File: src/rtl/ep_svc_pkg.sv
package ep_svc_pkg;

  // Endpoint select encoding driven onto the FIFO address pins.
  typedef enum logic [1:0] {
    EP_MAIN_OUT = 2'b00,
    EP_AUX_OUT  = 2'b01,
    EP_MAIN_IN  = 2'b10,
    EP_AUX_IN   = 2'b11
  } ep_sel_e;

  // Service loop states.
  typedef enum logic [3:0] {
    ST_WAIT_MAIN,
    ST_MAIN_RD,
    ST_REP_SET,
    ST_REP_WR,
    ST_GAP,
    ST_AUX_CHK,
    ST_AUX_RD,
    ST_ATX_CHK,
    ST_ATX_WR
  } svc_state_e;

endpackage

File: src/rtl/ep_svc_gap_timer.sv
// One-shot interval timer: done is high in the last of GAP_CYCLES cycles
// counted from the cycle after start.
module ep_svc_gap_timer #(
  parameter int unsigned GAP_CYCLES = 1650
) (
  input  logic clk,
  input  logic rst,
  input  logic start,
  output logic done
);
  localparam int unsigned TW = (GAP_CYCLES < 2) ? 1 : $clog2(GAP_CYCLES);
  localparam logic [TW-1:0] LOAD = TW'(GAP_CYCLES - 1);

  logic [TW-1:0] cnt_q;
  logic          busy_q;

  always_ff @(posedge clk) begin
    if (rst) begin
      busy_q <= 1'b0;
      cnt_q  <= '0;
    end else if (start) begin
      busy_q <= 1'b1;
      cnt_q  <= LOAD;
    end else if (busy_q) begin
      if (cnt_q == '0) busy_q <= 1'b0;
      else             cnt_q  <= cnt_q - 1'b1;
    end
  end

  assign done = busy_q && (cnt_q == '0);
endmodule

File: src/rtl/ep_svc_word_ctr.sv
// Remaining-word counter for the main receive transfer.
module ep_svc_word_ctr #(
  parameter int unsigned CW = 12
) (
  input  logic          clk,
  input  logic          rst,
  input  logic          load,
  input  logic [CW-1:0] load_val,
  input  logic          dec,
  output logic          zero
);
  logic [CW-1:0] cnt_q;

  always_ff @(posedge clk) begin
    if (rst)                        cnt_q <= '0;
    else if (load)                  cnt_q <= load_val;
    else if (dec && cnt_q != '0)    cnt_q <= cnt_q - 1'b1;
  end

  assign zero = (cnt_q == '0);
endmodule

File: src/rtl/ep_svc_fsm.sv
// Service loop controller: select register, strobes and stream handshakes.
module ep_svc_fsm
  import ep_svc_pkg::*;
(
  input  logic       clk,
  input  logic       rst,
  // FIFO flags
  input  logic       main_out_empty,
  input  logic       aux_out_empty,
  input  logic       main_in_full,
  input  logic       aux_in_full,
  // stream side
  input  logic       main_rx_ready,
  input  logic       aux_rx_ready,
  input  logic       reply_valid,
  input  logic       reply_last,
  input  logic       aux_tx_valid,
  input  logic       aux_tx_last,
  // helpers
  input  logic       gap_done,
  input  logic       cnt_zero,
  output logic       gap_start,
  output logic       cnt_load,
  output logic       cnt_dec,
  // FIFO port
  output logic [1:0] sel,
  output logic       oe,
  output logic       rd,
  output logic       wr,
  output logic       tx_from_aux,
  // stream handshakes
  output logic       main_rx_valid,
  output logic       aux_rx_valid,
  output logic       reply_ready,
  output logic       aux_tx_ready
);
  svc_state_e st_q, st_d;
  ep_sel_e    sel_q, sel_d;

  always_ff @(posedge clk) begin
    if (rst) begin
      st_q  <= ST_WAIT_MAIN;
      sel_q <= EP_MAIN_OUT;
    end else begin
      st_q  <= st_d;
      sel_q <= sel_d;
    end
  end

  always_comb begin
    st_d          = st_q;
    sel_d         = sel_q;
    oe            = 1'b0;
    rd            = 1'b0;
    wr            = 1'b0;
    main_rx_valid = 1'b0;
    aux_rx_valid  = 1'b0;
    reply_ready   = 1'b0;
    aux_tx_ready  = 1'b0;
    gap_start     = 1'b0;
    cnt_load      = 1'b0;
    cnt_dec       = 1'b0;
    unique case (st_q)
      ST_WAIT_MAIN: begin
        // Select already points at the main receive FIFO; latch the count.
        if (!main_out_empty) begin
          cnt_load = 1'b1;
          st_d     = ST_MAIN_RD;
        end
      end
      ST_MAIN_RD: begin
        oe = 1'b1;
        if (cnt_zero) begin
          st_d  = ST_REP_SET;
          sel_d = EP_MAIN_IN;
        end else begin
          main_rx_valid = !main_out_empty;
          rd            = main_rx_valid && main_rx_ready;
          cnt_dec       = rd;
        end
      end
      ST_REP_SET: st_d = ST_REP_WR;        // select settles for one cycle
      ST_REP_WR: begin
        reply_ready = !main_in_full;
        wr          = reply_valid && !main_in_full;
        if (wr && reply_last) begin
          gap_start = 1'b1;
          st_d      = ST_GAP;
        end
      end
      ST_GAP: begin
        if (gap_done) begin
          st_d  = ST_AUX_CHK;
          sel_d = EP_AUX_OUT;
        end
      end
      ST_AUX_CHK: begin
        if (aux_out_empty) begin
          st_d  = ST_ATX_CHK;
          sel_d = EP_AUX_IN;
        end else begin
          st_d  = ST_AUX_RD;
        end
      end
      ST_AUX_RD: begin
        oe = 1'b1;
        if (aux_out_empty) begin
          st_d  = ST_ATX_CHK;
          sel_d = EP_AUX_IN;
        end else begin
          aux_rx_valid = 1'b1;
          rd           = aux_rx_ready;
        end
      end
      ST_ATX_CHK: begin
        if (aux_tx_valid) begin
          st_d  = ST_ATX_WR;
        end else begin
          st_d  = ST_WAIT_MAIN;
          sel_d = EP_MAIN_OUT;
        end
      end
      ST_ATX_WR: begin
        aux_tx_ready = !aux_in_full;
        wr           = aux_tx_valid && !aux_in_full;
        if (wr && aux_tx_last) begin
          st_d  = ST_WAIT_MAIN;
          sel_d = EP_MAIN_OUT;
        end
      end
      default: begin
        st_d  = ST_WAIT_MAIN;
        sel_d = EP_MAIN_OUT;
      end
    endcase
  end

  assign sel         = sel_q;
  assign tx_from_aux = (st_q == ST_ATX_WR);
endmodule

File: src/rtl/ep_svc_seq.sv
// Endpoint FIFO service sequencer, top level.
module ep_svc_seq #(
  parameter int unsigned W          = 16,
  parameter int unsigned CW         = 12,
  parameter int unsigned GAP_CYCLES = 1650
) (
  input  logic          clk,
  input  logic          rst,
  output logic [1:0]    fifo_sel,
  output logic          fifo_oe,
  output logic          fifo_rd,
  output logic          fifo_wr,
  input  logic [W-1:0]  fifo_rdata,
  output logic [W-1:0]  fifo_wdata,
  input  logic          main_out_empty,
  input  logic          aux_out_empty,
  input  logic          main_in_full,
  input  logic          aux_in_full,
  input  logic [CW-1:0] xfer_words,
  output logic          main_rx_valid,
  output logic [W-1:0]  main_rx_data,
  input  logic          main_rx_ready,
  output logic          aux_rx_valid,
  output logic [W-1:0]  aux_rx_data,
  input  logic          aux_rx_ready,
  input  logic          reply_valid,
  input  logic [W-1:0]  reply_data,
  input  logic          reply_last,
  output logic          reply_ready,
  input  logic          aux_tx_valid,
  input  logic [W-1:0]  aux_tx_data,
  input  logic          aux_tx_last,
  output logic          aux_tx_ready
);
  logic gap_start, gap_done;
  logic cnt_load, cnt_dec, cnt_zero;
  logic tx_from_aux;

  ep_svc_fsm u_fsm (
    .clk            (clk),
    .rst            (rst),
    .main_out_empty (main_out_empty),
    .aux_out_empty  (aux_out_empty),
    .main_in_full   (main_in_full),
    .aux_in_full    (aux_in_full),
    .main_rx_ready  (main_rx_ready),
    .aux_rx_ready   (aux_rx_ready),
    .reply_valid    (reply_valid),
    .reply_last     (reply_last),
    .aux_tx_valid   (aux_tx_valid),
    .aux_tx_last    (aux_tx_last),
    .gap_done       (gap_done),
    .cnt_zero       (cnt_zero),
    .gap_start      (gap_start),
    .cnt_load       (cnt_load),
    .cnt_dec        (cnt_dec),
    .sel            (fifo_sel),
    .oe             (fifo_oe),
    .rd             (fifo_rd),
    .wr             (fifo_wr),
    .tx_from_aux    (tx_from_aux),
    .main_rx_valid  (main_rx_valid),
    .aux_rx_valid   (aux_rx_valid),
    .reply_ready    (reply_ready),
    .aux_tx_ready   (aux_tx_ready)
  );

  ep_svc_gap_timer #(.GAP_CYCLES(GAP_CYCLES)) u_gap (
    .clk   (clk),
    .rst   (rst),
    .start (gap_start),
    .done  (gap_done)
  );

  ep_svc_word_ctr #(.CW(CW)) u_ctr (
    .clk      (clk),
    .rst      (rst),
    .load     (cnt_load),
    .load_val (xfer_words),
    .dec      (cnt_dec),
    .zero     (cnt_zero)
  );

  // Head-of-FIFO word feeds both receive streams; valid picks the owner.
  assign main_rx_data = fifo_rdata;
  assign aux_rx_data  = fifo_rdata;
  assign fifo_wdata   = tx_from_aux ? aux_tx_data : reply_data;
endmodule

File: config.mk
export PLATFORM = sky130hd
export DESIGN_NAME = ep_svc_seq
export DESIGN_NICKNAME = d
export VERILOG_FILES = /design/src/rtl/ep_svc_pkg.sv /design/src/rtl/ep_svc_gap_timer.sv /design/src/rtl/ep_svc_word_ctr.sv /design/src/rtl/ep_svc_fsm.sv /design/src/rtl/ep_svc_seq.sv
export SDC_FILE = /design/constraint.sdc
export NUM_CORES = 1
export LEC_CHECK = 0
export BUFFER_PORTS_ARGS = -buffer_cell sky130_fd_sc_hd__buf_2
export CAP_MARGIN = 20
export CORE_MARGIN = 2
export CORE_UTILIZATION = 45
export CTS_CLUSTER_SIZE = 12
export DETAILED_ROUTE_END_ITERATION = 10
export PLACE_DENSITY_LB_ADDON = 0.08
export SYNTH_ARGS = -nofsm -noshare
export SYNTH_HDL_FRONTEND = slang
export SYNTH_SLANG_ARGS = --single-unit
File: constraint.sdc
create_clock -name clk -period 3.3 [get_ports clk]
set_input_delay 0.165 -clock clk [delete_from_list [all_inputs] [get_ports clk]]
set_output_delay 0.165 -clock clk [all_outputs]
set_load 0.03 [all_outputs]
### After elaboration in Yosys (flattened, before gate mapping)

Index checks and enable logic that the tools add are counted.

| cells by class | value |
|---|---|
| add/sub/neg operators | 2 |
| equality and inequality tests | 17 |
| div/mod/pow operators | 0 |
| multipliers | 0 |
| bitwise gates (word level) | 2 |
| $lt $le $gt $ge | 0 |
| muxes and demuxes | 40 |
| reductions and logical operators | 24 |
| shift operators | 0 |

Operators by type and width:

| operator | count |
|---|---|
| 4-bit case mux with 9 select lines | 1 |
| 11-bit two-way mux | 3 |
| 4-bit two-way mux | 7 |
| 12-bit two-way mux | 2 |
| 1-bit two-way mux | 18 |
| 4-bit by 3-bit equality test with 1-bit output (second input constant) | 4 |
| 16-bit two-way mux | 1 |
| 12-bit zero test | 1 |
| 2-bit inequality test (second input constant) | 6 |
| 2-bit case mux with 6 select lines | 1 |
| 6-bit AND reduction | 2 |
| 12-bit nonzero test | 1 |
| 12-bit by 1-bit subtractor with 12-bit output (second input constant) | 1 |
| 11-bit zero test | 1 |
| 11-bit by 1-bit subtractor with 11-bit output (second input constant) | 1 |
| 2-bit two-way mux | 5 |
| 4-bit by 2-bit equality test with 1-bit output (second input constant) | 2 |
| 1-bit logical AND | 7 |
| 2-bit by 1-bit inequality test with 1-bit output (second input constant) | 3 |
| 2-bit OR reduction | 3 |
| 4-bit by 1-bit equality test with 1-bit output (second input constant) | 1 |
| 4-bit equality test (second input constant) | 1 |
| 4-bit zero test | 1 |
| 1-bit case mux with 2 select lines | 2 |
| 5 further kinds | 10 |

| storage, ports and cells | value |
|---|---|
| memories kept | 0 |
| ROM bits | 0 |
| memory bits (writable) | 0 |
| bits in registers | 30 |
| output and inout port bits | 57 |
| latch bits | 0 |
| logic and storage cells | 91 |

### Logic depth before layout (Yosys ltp)

Gate-level depths: netlist of the first run.

| logic depth | value |
|---|---|
| depth in word-level cells | 7 |
| depth in mapped cells | 7 |
| depth with buffers taken out | 7 |

### Hierarchy

A second synthesis of the first run with hierarchy kept.

| second synthesis, totals | value |
|---|---|
| cells, all modules | 283 |
| area total of the unflattened synthesis | 2,384.8 µm² |

By module, submodules not included:

| module | cells each | instances | area an instance (µm²) |
|---|---|---|---|
| ep_svc_word_ctr | 90 | 1 | 753.2 |
| ep_svc_gap_timer | 76 | 1 | 623.1 |
| ep_svc_fsm | 67 | 1 | 519.2 |
| ep_svc_seq | 50 | 1 | 489.2 |

### Worst setup path before layout of the first run

No wires, ideal clock.

| path | value |
|---|---|
| path type | flip-flop to flip-flop |
| start | register u_ctr.cnt_q[0] |
| end | register u_fsm.sel_q[1] (netlist: u_fsm.sel[1]) |
| setup time | 0.070 ns |
| data required time | 3.230 ns |
| path slack | 0.884 ns |
| period minus slack after synthesis | 2.416 ns |
| stages on the path, launching flop included | 8 |
| buffers on the path | 0 |
| data arrival time | 2.346 ns |
| cell sequence | dfxtp_1 -> inv_1 -> ha_1 -> or3b_2 -> o41a_1 -> a211o_1 -> or4_1 -> a21oi_1 |

| on the way | value |
|---|---|
| longest elaborated chain between the ends | 3 |

Ends and longest elaborated chain:

| what | line | text |
|---|---|---|
| from (decl) | ep_svc_word_ctr.sv:12 | `logic [CW-1:0] cnt_q;` |
| from (signal assigned) | ep_svc_word_ctr.sv:16 | `else if (load) cnt_q <= load_val;` |
| from (signal assigned) | ep_svc_word_ctr.sv:17 | `else if (dec && cnt_q != '0) cnt_q <= cnt_q - 1'b1;` |
| 12-bit zero test | ep_svc_word_ctr.sv:20 | `assign zero = (cnt_q == '0);` |
| 2-bit inequality test (no source line) | -- |  |
| 6-bit AND reduction (no source line) | -- |  |
| to (signal assigned) | ep_svc_fsm.sv:46 | `sel_q <= sel_d;` |
| to (decl) | ep_svc_fsm.sv:38 | `ep_sel_e sel_q, sel_d;` |

Every way passes these cells.
A chain may end at the register's enable or synchronous reset.

### Worst setup path in the final report of the first run

| path | value |
|---|---|
| start | register u_ctr.cnt_q[0] |
| end | register u_fsm.st_q[3] |

| on the way | value |
|---|---|
| longest elaborated chain between the ends | 3 |

Ends and longest elaborated chain:

| what | line | text |
|---|---|---|
| 12-bit zero test | ep_svc_word_ctr.sv:20 |  |
| 2-bit inequality test (no source line) | -- |  |
| 6-bit AND reduction (no source line) | -- |  |
| to (signal assigned) | ep_svc_fsm.sv:45 | `st_q <= st_d;` |
| to (decl) | ep_svc_fsm.sv:37 | `svc_state_e st_q, st_d;` |

Every way passes these cells.

==> summary.md, run 1 <==
| Metric | Value |
|---|---|
| Outcome | `finished, final reports clean` |
| # resized after CTS | `0` |
| I/O pin total | `129` |
| Top cell type's share of synthesized area | `26.74%` |
| Final GP Congestion | `0.7837` |
| CP Data Arrival Time | `2.80 ns` |
| Synth Net Count | `341` |
| Core area | `4755 µm²` |
| N_diodes | `0` |
| Sequential-to-total area share from yosys stat | `26.74%` |
| Post-CTS setup buffer count | `0` |
| Ys Warns | `0` |
| Starting Density | `47.24%` |
| First-pass GRT wire length | `8176 µm` |
| Syn_area_per_cell | `8.475 µm²` |
| GRT Residual Overflow | `0` |
| Crit Path Max Fanout | `5` |
| Hold slack | `0.1674 ns` |
| Vias per Instance | `5.249` |
| Max Slew Vio Count | `0` |
| RSZ-0062 raised after global routing | `false` |
| Number of global-route vias before repair | `1795` |
| Most frequent cells after synthesis | `buf_4 (34), dfxtp_1 (30), nor2_1 (29)` |
| Drt drc | `0` |
| Largest net degree at the start of global routing | `30` |
| GRT busiest layer | `met2` |
| # nets final | `386` |
| Number of flops mapped to enable cells by yosys | `0` |
| Port bufs | `80` |
| Drt total wl | `5170 µm` |
| Final hold violations | `0` |
| Fill count | `490` |
| Hold Path Class | `input pin to register` |
| Post-layout minimum cycle time | `2.665 ns` |
| Syn Inst Count | `265` |
| Final setup TNS | `0 ns` |
| Via count | `1984` |
| Worst path required time | `3.43 ns` |
| Final Cycle Share | `80.75%` |
| Drt wl/cell | `13.68 µm` |
| Area grow syn2layout | `13.59%` |
| Final Skew | `0.005372 ns` |
| Setup WS pre-CTS | `0.6779 ns` |
| TritonCTS clock tree | `done` |
| Most frequent cell after synthesis | `buf_4` |
| Setup ws final | `0.6354 ns` |
| DRT Pass-1 Iters | `4` |
| CTS H-tree depth | `2` |
| Max-Slew Margin vs Limit | `31.49%` |
| Clk Latency, worst-skew pair | `0.27 ns` |
| Peak supply drop | `0.2805 mV` |
| Iter 0 DRT Violations | `69` |
| Met2 usage | `30.97%` |
| Hpwl dp | `3970 µm` |
| Worst Tran Pin Value | `1.002 ns` |
| Top cells by area, synth | `dfxtp_1 (27%), buf_4 (11%), mux2_2 (8.0%)` |
| Sink Count | `30` |
| Setup CP Type | `register to register` |
| Total GRT Usage | `18.75%` |
| M1 GR Usage | `24.20%` |
| Post-synth top flop | `dfxtp_1` |
| Power per Cell Area | `543.5 nW/µm²` |
| Count of cell types in the netlist | `55` |
| Num CTS Buffers | `5` |
| Initial antenna violation count | `0` |
| Die H | `74.65 µm` |
| Setup-failing EPs final | `0` |
| MaxCap Viol Count | `0` |
| Total die area | `5572 µm²` |
| Final ANT Viol Nets | `0` |
| CP endpoint kind | `register` |
| Tot Pwr | `1387 µW` |
| Clock transition at path regs | `0.07 ns` |
| Placement Rows | `25` |
| CTS root buf | `clkbuf_8` |
| Layout cells sized above 1 | `40.19%` |
| Fraction of registers with async set/reset | `0%` |
| Cell taking the most area after synthesis | `dfxtp_1` |
| Routing usage on met3 | `5.221%` |
| Leak | `0.001043 µW` |
| Fmax achieved | `375.3 MHz` |
| Clk buf depth | `2` |
| Final Util | `53.66%` |
| Hold_buf cts | `0` |
| Critical path startpoint category | `register` |
| Synthesized flop and latch total | `30` |
| Die Wd | `74.65 µm` |
| Mapped Area | `2246 µm²` |
-- cells in the final DEF (no fill, tap or decap), drive strengths merged, types with 6 or more instances in the layout --
cell	n
nand2	8
nor3	6
a211oi	9
a21oi	15
dfxtp	30
buf	83
inv	6
mux2	16
nor2	29
o21ai	8
or4	6
xnor2	11
-- path summary, 6_finish.rpt --
path	from	to	slack, ns	cells past startpoint
worst max register to register	u_ctr.cnt_q[0]	u_fsm.st_q[3]	0.64	7
worst min register to register	u_fsm.sel[0]	u_fsm.sel[0]	0.49	2
worst min-delay path	xfer_words[9]	u_ctr.cnt_q[9]	0.17	3
worst max-delay path	u_ctr.cnt_q[0]	u_fsm.st_q[3]	0.64	7
-- report_power, final --
part	total (µW)	switching [µW]	internal, µW
clock	360	138	222
combinational	528	293	235
sequential	498	75.7	423
-- per-stage QoR --
stage	area, µm²	instances
detailed placement	2442	370
floorplan	2246	265
finish	2551	378
CTS	2551	378
global route	2551	378
global placement	2442	370
-- routing by layer --
| layer | share of wire (%) | wire [µm] |
|---|---|---|
| met5 | 0 | 0 |
| met4 | 1.1 | 55 |
| met2 | 46 | 2392 |
| met3 | 6.7 | 346 |
| met1 | 46 | 2375 |
-- state kept, by name, indices dropped and copies added, names as in the netlist --
signal,flops
u_ctr.cnt_q,12
u_fsm.sel,2
u_fsm.st_q,4
u_gap.busy_q,1
u_gap.cnt_q,11
-- critical path: stages (launching register included) --
cell	delay, ns
dfxtp_1	0.34
inv_1	0.08
ha_1	0.19
or3b_2	0.48
o41a_1	0.46
a211o_1	0.36
a211oi_1	0.43
o21ai_0	0.18
-- cell type report --
cell class                 instances  area (µm²)  area share, %
multi-input combinational        184        1313          51.45
clock inverter                     3       40.04          1.569
timing repair buffer              83       422.9          16.58
tap                               67       83.83          3.286
clock buffer                       5       68.82          2.697
sequential                        30       600.6          23.54
inverter                           6       22.52         0.8828
-- cells by family (layout without fill, tap and decap cells) --
kind of cell / Yosys count / after routing / share of synthesized area (%)
xor gates and xnor gates: 15 / 15 / 5.849
buffers and inverters: 51 / 97 / 15.21
muxes: 20 / 20 / 9.805
adders and majority gates: 4 / 4 / 2.229
AOI/OAI and AO/OA: 49 / 49 / 14.82
and+or+nand+nor: 96 / 96 / 25.35
DFF: 30 / 30 / 26.74
No activity file was read; power rests on OpenSTA's default activity.
==> run 2, diff against run 1 <==
- clock period: 3.3 -> 2.5 ns (I/O delays scaled with it)
==> run 2 against run 1 <==
Compared with the run above:
- fmax increased by 9.4%
- critical path depth stayed put
- sequential share of layout area shrank 0.95 points
- clock power increased by 39%
- first-iteration DRC count is 33% higher
- power increased by 43%
- utilization up 2.5 points
- clock-buffer cell count increased by 1
- routed wire length increased by 2.5%
==> summary.md, run 2 (synthesized netlist as in run 1, its figures left out) <==
| Metric | Value |
|---|---|
| Total GRT Usage | `19.32%` |
| CP endpoint kind | `register` |
| Clk buf depth | `2` |
| Hold_buf cts | `0` |
| Setup-failing EPs final | `0` |
| Fmax achieved | `410.4 MHz` |
| Footprint of the multi-input gates | `1335 µm²` |
| Number of flip-flops in the largest register | `12` |
| Final Util | `56.16%` |
| Post-layout minimum cycle time | `2.437 ns` |
| CP Data Arrival Time | `2.64 ns` |
| CTS root buf | `clkbuf_8` |
| Worst Tran Pin Value | `0.7320 ns` |
| Iter 0 DRT Violations | `92` |
| Via count | `2041` |
| Die Wd | `74.65 µm` |
| R2R depth | `7` |
| Largest net degree at the start of global routing | `30` |
| Final Cycle Share | `97.46%` |
| Final hold violations | `0` |
| I/O pin total | `129` |
| Area grow syn2layout | `18.89%` |
| First-pass GRT wire length | `8355 µm` |
| GRT Residual Overflow | `0` |
| Critical path startpoint category | `register` |
| Drt total wl | `5301 µm` |
| Worst Hold Path Cells | `3` |
| Starting Density | `47.24%` |
| Peak supply drop | `0.4347 mV` |
| CTS H-tree depth | `2` |
| Clock transition at path regs | `0.07 ns` |
| Crit Path Max Fanout | `5` |
| Register area | `603.1 µm²` |
| Clock power frac | `25.3%` |
| Hold Path Class | `input pin to register` |
| Most common cell after layout, fill and taps aside | `buf_2` |
| Vias per Instance | `5.247` |
| Clk Latency, worst-skew pair | `0.28 ns` |
| Core area | `4755 µm²` |
| Max Slew Vio Count | `0` |
| N_diodes | `0` |
| Largest registers | `u_ctr.cnt_q: 12 flops, u_gap.cnt_q: 11 flops, u_fsm.st_q: 4 flops` |
| Switching Fraction | `35.34%` |
| Most frequent cells in the layout | `buf_2 (80), nor2_1 (29), dfxtp_1 (28)` |
| RSZ-0062 raised after global routing | `true` |
| Comb power frac | `41.5%` |
| Sequential share of power | `33.2%` |
| Final setup TNS | `0 ns` |
| Number of global-route vias before repair | `1884` |
| Worst path required time | `2.70 ns` |
| Drt drc | `0` |
| Setup CP Type | `register to register` |
| Port bufs | `80` |
| Pint | `1278 µW` |
| TritonCTS clock tree | `done` |
| Outcome | `finished, final reports clean` |
| Num CTS Buffers | `5` |
| Leak | `0.001103 µW` |
| Die H | `74.65 µm` |
| Final Skew | `0.009884 ns` |
| Sink Count | `30` |
| Max-Slew Margin vs Limit | `51.08%` |
| Layout cells sized above 1 | `44.41%` |
| # nets final | `398` |
| Fill count | `467` |
| Final GP Congestion | `0.8113` |
| Total die area | `5572 µm²` |
| Largest Register | `u_ctr.cnt_q` |
| MaxCap Viol Count | `0` |
| Initial antenna violation count | `0` |
| Drt wl/cell | `13.63 µm` |
| Psw | `698.5 µW` |
| Hpwl dp | `4022 µm` |
| Final ANT Viol Nets | `0` |
| Placement Rows | `25` |
| DRT Pass-1 Iters | `4` |
| Power per Cell Area | `740.2 nW/µm²` |
## run 2: cell count changes in the layout (fill, tap and decap cells not counted), moves of 2 or more
| cell | change |
|---|---|
| buf_4 | +12 |
| clkinv_2 | -2 |
| dfxtp_1 | -2 |
| dfxtp_2 | +2 |
| inv_1 | -2 |
| inv_2 | +2 |
## run 2: worst max-delay path: stages (launching register included)
cell,delay (ns)
dfxtp_2,0.32
inv_2,0.07
ha_4,0.13
or3b_4,0.37
o41a_1,0.45
a211o_1,0.36
or4_4,0.53
a21oi_2,0.12
## run 2: cell type report
| type | instances | area share (%) |
|---|---|---|
| multi-input combinational | 184 | 50.00 |
| sequential | 30 | 22.59 |
| timing repair buffer | 95 | 19.21 |
| tap | 67 | 3.140 |
| clock buffer | 6 | 3.093 |
| clock inverter | 1 | 1.125 |
| inverter | 6 | 0.8435 |
## run 2: layer usage
layer  wire length (µm)  track usage, %  share of wire (%)
met1               2347           24.41                 44
met2               2473           32.15                 47
met3                383           4.819                7.2
met4                 96           6.746                1.8
met5                  0               0                  0
## run 2: final timing paths
check                                     from  slack [ns]              to
worst max-delay path            u_ctr.cnt_q[1]        0.06    u_fsm.sel[1]
worst min-delay path             xfer_words[0]        0.13  u_ctr.cnt_q[0]
worst max register to register  u_ctr.cnt_q[1]        0.06    u_fsm.sel[1]
worst min register to register    u_fsm.sel[0]        0.49    u_fsm.sel[0]
## run 2: power by group through the flow
stage | registers [µW] | clock network [µW] | logic, µW
floorplan | 622 | 0 | 661
global placement | 659 | 0 | 778
detailed placement | 660 | 0 | 781
CTS | 650 | 515 | 788
global route | 669 | 532 | 908
finish | 656 | 501 | 820
## run 2: timing repair
item / 4_1_cts / 5_1_grt
gates cloned: 0 / 0
endpoints found under the hold margin: 0 / 0
setup endpoints to repair: 2 / 4
gates resized for setup: 0 / 9
setup buffers: 0 / 1
pin swaps: 2 / 5
## run 2: through the flow
| step | area, µm² | power [µW] | setup WS, ns | hold WS, ns | instances |
|---|---|---|---|---|---|
| after detailed placement | 2525 | 1441 | -0.04578 | 0.2503 | 381 |
| after global placement | 2525 | 1436 | 0.04055 | 0.2503 | 381 |
| after CTS | 2638 | 1953 | 0.03039 | 0.1172 | 388 |
| final | 2670 | 1976 | 0.06339 | 0.1277 | 389 |
| after floorplan | 2246 | 1283 | 0.08358 | 0.2554 | 265 |
| after global routing | 2670 | 2110 | -0.02590 | 0.1294 | 389 |
